--- src/rtl/i2c_irq_pkg.sv ---
package i2c_irq_pkg;
  localparam int REG_W  = 16;
  localparam int ADDR_W = 2;
  localparam int CTRL_W = 2;

  typedef enum logic [ADDR_W-1:0] {
    ADR_STAT = 2'd0,
    ADR_IEN  = 2'd1,
    ADR_TOUT = 2'd2,
    ADR_CTRL = 2'd3
  } reg_addr_e;

  // flag positions shared by the status and enable registers
  localparam int B_START   = 0;
  localparam int B_TXDONE  = 1;
  localparam int B_RXRDY   = 2;
  localparam int B_STRETCH = 3;
  localparam int B_TOUT    = 4;
  localparam int B_AMATCH  = 5;
  localparam int B_ARBLOST = 6;
  localparam int B_NACK    = 7;
  localparam int B_GCALL   = 8;
  localparam int B_OVRUN   = 9;
  localparam int B_STOP    = 11;

  localparam logic [REG_W-1:0] FLAG_MASK   = 16'h0BFF;
  localparam logic [REG_W-1:0] SW_SET_MASK = 16'h0013;

  // control register fields
  localparam int C_STRETCH_EN = 0;
  localparam int C_GCALL_EN   = 1;
endpackage

--- src/rtl/i2c_irq_flags.sv ---
module i2c_irq_flags #(
  parameter int                W     = 16,
  parameter logic [W-1:0]      VALID = '1,
  parameter logic [W-1:0]      SWSET = '0
) (
  input  logic         clk_i,
  input  logic         rst_i,
  input  logic         wr_i,
  input  logic [W-1:0] wdata_i,
  input  logic [W-1:0] hw_set_i,
  output logic [W-1:0] flags_o
);
  logic [W-1:0] flag_q;
  logic [W-1:0] sw_next;
  logic [W-1:0] flag_d;

  // a written 0 clears, a written 1 sets only settable bits, else keeps
  always_comb begin
    sw_next = wr_i ? (wdata_i & (flag_q | SWSET)) : flag_q;
    flag_d  = (sw_next | hw_set_i) & VALID;
  end

  always_ff @(posedge clk_i) begin
    if (rst_i) flag_q <= '0;
    else       flag_q <= flag_d;
  end

  assign flags_o = flag_q;
endmodule

--- src/rtl/i2c_scl_timeout.sv ---
module i2c_scl_timeout #(
  parameter int TO_W = 16
) (
  input  logic            clk_i,
  input  logic            rst_i,
  input  logic            master_i,
  input  logic            scl_i,
  input  logic [TO_W-1:0] limit_i,
  output logic            fire_o
);
  localparam int CNT_W = TO_W + 1;

  logic [CNT_W-1:0] cnt_q;
  logic [CNT_W-1:0] limit_ext;
  logic             reload;

  assign limit_ext = {1'b0, limit_i};
  assign reload    = !master_i || scl_i || (limit_i == '0);

  // counts consecutive low samples, stops one past the limit
  always_ff @(posedge clk_i) begin
    if (rst_i || reload)        cnt_q <= '0;
    else if (cnt_q <= limit_ext) cnt_q <= cnt_q + 1'b1;
  end

  assign fire_o = !reload && (cnt_q == limit_ext);
endmodule

--- src/rtl/i2c_irq_regs.sv ---
module i2c_irq_regs
  import i2c_irq_pkg::*;
#(
  parameter int TO_W = 16
) (
  input  logic              clk_i,
  input  logic              rst_i,
  input  logic [ADDR_W-1:0] addr_i,
  input  logic              wr_i,
  input  logic [REG_W-1:0]  wdata_i,
  input  logic [REG_W-1:0]  flags_i,
  output logic              stat_wr_o,
  output logic [REG_W-1:0]  ien_o,
  output logic [TO_W-1:0]   tout_o,
  output logic [CTRL_W-1:0] ctrl_o,
  output logic [REG_W-1:0]  rdata_o
);
  reg_addr_e         sel;
  logic [REG_W-1:0]  ien_q;
  logic [TO_W-1:0]   tout_q;
  logic [CTRL_W-1:0] ctrl_q;
  logic [REG_W-1:0]  rd_mux;
  logic [REG_W-1:0]  rd_q;

  assign sel       = reg_addr_e'(addr_i);
  assign stat_wr_o = wr_i && (sel == ADR_STAT);

  always_ff @(posedge clk_i) begin
    if (rst_i) begin
      ien_q  <= '0;
      tout_q <= '0;
      ctrl_q <= '0;
    end else if (wr_i) begin
      case (sel)
        ADR_IEN:  ien_q  <= wdata_i & FLAG_MASK;
        ADR_TOUT: tout_q <= wdata_i[TO_W-1:0];
        ADR_CTRL: ctrl_q <= wdata_i[CTRL_W-1:0];
        default:  ;
      endcase
    end
  end

  always_comb begin
    case (sel)
      ADR_STAT: rd_mux = flags_i;
      ADR_IEN:  rd_mux = ien_q;
      ADR_TOUT: rd_mux = REG_W'(tout_q);
      default:  rd_mux = REG_W'(ctrl_q);
    endcase
  end

  always_ff @(posedge clk_i) begin
    if (rst_i) rd_q <= '0;
    else       rd_q <= rd_mux;
  end

  assign ien_o   = ien_q;
  assign tout_o  = tout_q;
  assign ctrl_o  = ctrl_q;
  assign rdata_o = rd_q;
endmodule

--- src/rtl/i2c_irq_ctrl.sv ---
module i2c_irq_ctrl
  import i2c_irq_pkg::*;
#(
  parameter int TO_W = 16
) (
  input  logic              clk_i,
  input  logic              rst_i,
  input  logic [ADDR_W-1:0] bus_addr_i,
  input  logic              bus_wr_i,
  input  logic [REG_W-1:0]  bus_wdata_i,
  output logic [REG_W-1:0]  bus_rdata_o,
  input  logic              ev_start_i,
  input  logic              ev_stop_i,
  input  logic              ev_rx_i,
  input  logic              ev_tx_i,
  input  logic              ev_nack_i,
  input  logic              ev_arb_i,
  input  logic              ev_amatch_i,
  input  logic              ev_gcall_i,
  input  logic              ev_ovr_i,
  input  logic              ev_stretch_i,
  input  logic              start_blocked_i,
  input  logic              master_i,
  input  logic              scl_i,
  output logic              irq_o,
  output logic              scl_hold_o
);
  logic              stat_wr;
  logic [REG_W-1:0]  flag_q;
  logic [REG_W-1:0]  ien_q;
  logic [TO_W-1:0]   tout_q;
  logic [CTRL_W-1:0] ctrl_q;
  logic [REG_W-1:0]  hw_set;
  logic [REG_W-1:0]  irq_gate;
  logic              to_fire;
  logic              irq_q;
  logic              hold_q;

  i2c_irq_regs #(.TO_W(TO_W)) u_regs (
    .clk_i     (clk_i),
    .rst_i     (rst_i),
    .addr_i    (bus_addr_i),
    .wr_i      (bus_wr_i),
    .wdata_i   (bus_wdata_i),
    .flags_i   (flag_q),
    .stat_wr_o (stat_wr),
    .ien_o     (ien_q),
    .tout_o    (tout_q),
    .ctrl_o    (ctrl_q),
    .rdata_o   (bus_rdata_o)
  );

  i2c_scl_timeout #(.TO_W(TO_W)) u_tout (
    .clk_i    (clk_i),
    .rst_i    (rst_i),
    .master_i (master_i),
    .scl_i    (scl_i),
    .limit_i  (tout_q),
    .fire_o   (to_fire)
  );

  always_comb begin
    hw_set            = '0;
    hw_set[B_START]   = ev_start_i;
    hw_set[B_TXDONE]  = ev_tx_i;
    hw_set[B_RXRDY]   = ev_rx_i;
    hw_set[B_STRETCH] = ev_stretch_i && ctrl_q[C_STRETCH_EN];
    hw_set[B_TOUT]    = to_fire || start_blocked_i;
    hw_set[B_AMATCH]  = ev_amatch_i;
    hw_set[B_ARBLOST] = ev_arb_i;
    hw_set[B_NACK]    = ev_nack_i;
    hw_set[B_GCALL]   = ev_gcall_i;
    hw_set[B_OVRUN]   = ev_ovr_i;
    hw_set[B_STOP]    = ev_stop_i;
  end

  i2c_irq_flags #(
    .W     (REG_W),
    .VALID (FLAG_MASK),
    .SWSET (SW_SET_MASK)
  ) u_flags (
    .clk_i    (clk_i),
    .rst_i    (rst_i),
    .wr_i     (stat_wr),
    .wdata_i  (bus_wdata_i),
    .hw_set_i (hw_set),
    .flags_o  (flag_q)
  );

  // general call reaches the CPU only while recognition is on
  always_comb begin
    irq_gate          = FLAG_MASK;
    irq_gate[B_GCALL] = ctrl_q[C_GCALL_EN];
  end

  always_ff @(posedge clk_i) begin
    if (rst_i) begin
      irq_q  <= 1'b0;
      hold_q <= 1'b0;
    end else begin
      irq_q  <= |(flag_q & ien_q & irq_gate);
      hold_q <= flag_q[B_STRETCH] && ctrl_q[C_STRETCH_EN];
    end
  end

  assign irq_o      = irq_q;
  assign scl_hold_o = hold_q;
endmodule

--- config.mk ---
export PLATFORM = sky130hd
export DESIGN_NAME = i2c_irq_ctrl
export DESIGN_NICKNAME = d
export VERILOG_FILES = /design/src/rtl/i2c_irq_pkg.sv /design/src/rtl/i2c_irq_flags.sv /design/src/rtl/i2c_scl_timeout.sv /design/src/rtl/i2c_irq_regs.sv /design/src/rtl/i2c_irq_ctrl.sv
export SDC_FILE = /design/constraint.sdc
export NUM_CORES = 1
export LEC_CHECK = 0
export BUFFER_PORTS_ARGS = -buffer_cell sky130_fd_sc_hd__clkbuf_2
export CORE_MARGIN = 10
export CORE_UTILIZATION = 45
export DETAILED_ROUTE_END_ITERATION = 16
export MAX_ROUTING_LAYER = met4
export PLACE_DENSITY_LB_ADDON = 0.05
export SLEW_MARGIN = 25
export SYNTH_ARGS = -nofsm -noshare
export SYNTH_HDL_FRONTEND = slang
export SYNTH_SLANG_ARGS = --single-unit
--- constraint.sdc ---
create_clock -name clk_i -period 2.7 [get_ports clk_i]
set_clock_uncertainty 0.2 [all_clocks]
set_input_delay 0.405 -clock clk_i [delete_from_list [all_inputs] [get_ports clk_i]]
set_output_delay 0.405 -clock clk_i [all_outputs]
set_load 0.02 [all_outputs]
==> metrics <==
Unique masters post-synth 39; fin crit share 94.7%; initial antenna violation count 0; Compound-Gate Fraction of Synth Area approximately 18%; switching share of power between 20 and 30%; worst-path maximum fanout 20; RD Place Congestion 0.793; Layout Nets between 500 and 600; Worst-path clk slew approximately 0.09 ns; most used routing layer met2; vias per inst 5.41; syn_nets slightly below 500; Final HPWL DP between 6 and 7 mm; actual slew at the worst max-slew pin 0.794 ns; crit-path max cell delay a little over 0.4 ns; IO Count 52; Synth Area in XOR/XNOR 0%; clock share of power a little over a third; fin crit period roughly 2.6 ns; via count 3,155; Max Slew Vio Count 0; area leader, netlist dfxtp_1; Yosys top cell area share between 40 and 50%; Bufs on Longest Clock Path 2; Ys Warns 0; routed length per placed instance ~16 um; # diodes 0; setup TNS 0 ns; unrepaired setup endpoints after global routing false; height of the die about 110 um; clock root cell clkbuf_8; #FFs+latches synth 75; DRT antenna net count 0; cell-internal power ~0.0016 W; peak supply drop approximately 240 uV; cts hold-fix bufs 0; first-pass iteration count of the detailed router 4; Worst EP arrival around 2.6 ns; DRT iter0 DRCs between 150 and 200; Final Hold Vio Count 0; slowest CP cell dfxtp_1; pwr/cell area ~560 mW/mm^2; Crit Path Class register to register; row count 32; routing usage on met2 between 20% and 30%; Worst-Skew Late Latency 0.35 ns; f_max between 300 and 400 MHz; DRT Wirelength between 9 and 10 mm; Worst Path Required about 2.8 ns; Post-Synthesis Cells 430; CP cell instances inv_1 -> ha_1 -> and3_4 -> a221o_1 -> o211ai_2 -> nand4_1 -> buf_4 -> a211oi_1 -> mux2i_1; ys flop type dfxtp_1; worst hold slack between 0.05 and 0.06 ns; Post-CTS Setup Repair Bufs 0; Finish-stage setup viols 0; most common cell in the netlist nand2_1; FFs w/ async S/R, synth 0%; Crit. End Element register; Post-synth EDFFs 0; met3 Use GR about 2.8%; Seq pwr share 51.3%; Total GRT Usage about 16%; GRT met1 Usage about 22%; Adder-Cell Fraction of Synth Area 6.01%; CTS tree done; MaxCap Viol Count 0; vias in the first global route 3,051; largest net degree at the start of global routing 55; leakage between 1.5 and 2 nW; relative slew slack between 40% and 50%; synthesized area ~0.0035 sq mm; TritonCTS Buffers 9; die span in x 109 um; H-tree depth 3; leading post-synthesis cells by instance count 79 x nand2_1, 75 x dfxtp_1, 62 x a21oi_1; Starting Density 46.0%; Hold Path Class primary input to register; multiplexer share of the synthesized area about 7.5%; first-pass GRT wire length approximately 15 mm; global route overflow 0; status finished, final reports clean; core area 0.00769 sq mm; switching power between 0.0006 and 0.0007 W; largest cells by area after synthesis dfxtp_1 42%, a21oi_1 8.8%, nand2_1 8.4%, ha_1 6.0%, mux2i_1 5.9%; register area share after synthesis between 40% and 50%; Comb power frac 12.5%; Area Growth Syn to Fin 15.1%; clock sink count 75; Synth Area in Simple Gates roughly 21%; Die ar. approximately 0.012 sq mm; layout cells sized above 1 roughly 17%; PortBufs ~50; DRC 0; CP startpoint kind register; Avg Inst Size Synth ~8.2 sq um; main combinational cell family by area after synthesis simple AND/OR/NAND/NOR gates
## per-stage QoR
| step | worst slack [ns] | cell area [sq um] | utilization [%] | std cells | power, W |
|---|---|---|---|---|---|
| global placement | 0.165 | 3880 | 50.5 | 567 | 0.00147 |
| floorplan | 0.360 | 3540 | - | 430 | 0.00138 |
| finish | 0.144 | 4070 | 52.9 | 583 | 0.00227 |
| global route | 0.0197 | 4070 | 52.9 | 583 | 0.00237 |
| CTS | 0.136 | 4070 | 52.9 | 583 | 0.00229 |
| detailed placement | 0.147 | 3880 | 50.5 | 567 | 0.00147 |
## layout by cell type (no fill, tap or decap), drive strengths merged
master and instances:
a2111o 6, a211oi 3, a21bo 1, a21boi 1, a21o 2, a21oi 62, a221o 1, a221oi 2
a22o 3, a31oi 2, and2 6, and3 6, and4 3, and4b 2, buf 7, clkbuf 62
clkinv 4, dfxtp 75, ha 17, inv 27, mux2 1, mux2i 21, mux4 2, nand2 79
nand2b 8, nand3 14, nand4 5, nor2 27, nor2b 4, nor4 4, o211a 1, o211ai 1
o21a 1, o21ai 19, o22ai 1, or2 1
## cell type report
| class | count | area [sq um] |
|---|---|---|
| Fill cell | 769 | 3620 |
| Multi-Input combinational cell | 306 | 1850 |
| Sequential cell | 75 | 1500 |
| Timing Repair Buffer | 58 | 308 |
| Clock buffer | 11 | 151 |
| Tap cell | 102 | 128 |
| Inverter | 26 | 97.6 |
| Clock inverter | 5 | 36.3 |
## logic make-up after synthesis
family / Yosys count
adders and majority gates: 17
muxes: 24
DFF: 75
AOI/OAI and AO/OA: 106
buffers and inverters: 49
and+or+nand+nor: 159
## final timing paths
path / startpoint / end / slack [ns] / cells after the start
setup / recovery: u_regs.tout_o[6] / u_tout.cnt_q[7] / 0.14 / 9
hold / removal: ev_rx_i / u_flags.flags_o[2] / 0.06 / 3
setup reg to reg: u_regs.tout_o[6] / u_tout.cnt_q[7] / 0.14 / 9
hold reg to reg: u_regs.ien_o[1] / u_regs.ien_o[1] / 0.27 / 2
## routing by layer
layer	part of all wire (%)	wire length (um)
met2	43	3890
met5	0	0
met3	4.9	451
met4	1.2	113
met1	51	4660
## critical path, delay by kind of cell, from the launching register on
family,cells,cell delay (ns)
flops,1,0.41
buf+inv,2,0.30
compound gates,3,0.80
fa+ha+maj,1,0.29
simple gates,2,0.29
mux,1,0.21
## sequential cells by signal, summed over array words and instances, names as in the netlist
register / flops
u_tout.cnt_q: 17
u_regs.rdata_o: 16
u_regs.tout_o: 16
u_flags.flags_o: 11
u_regs.ien_o: 11
u_regs.ctrl_o: 2
irq_o: 1
scl_hold_o: 1
## repair_timing
action	in CTS	in global routing
hold endpoints to repair	0	0
gates resized for setup	0	1
endpoints found under the setup margin	0	1
## power by group through the flow
stage,registers (W),clock network (W),logic (W)
after floorplan,0.00119,0,0.000184
after global placement,0.00119,0,0.000278
after detailed placement,0.00119,0,0.000281
after CTS,0.00117,0.000840,0.000284
after global routing,0.00117,0.000885,0.000314
final,0.00117,0.000825,0.000283
Power figures use the tool's default switching activity.
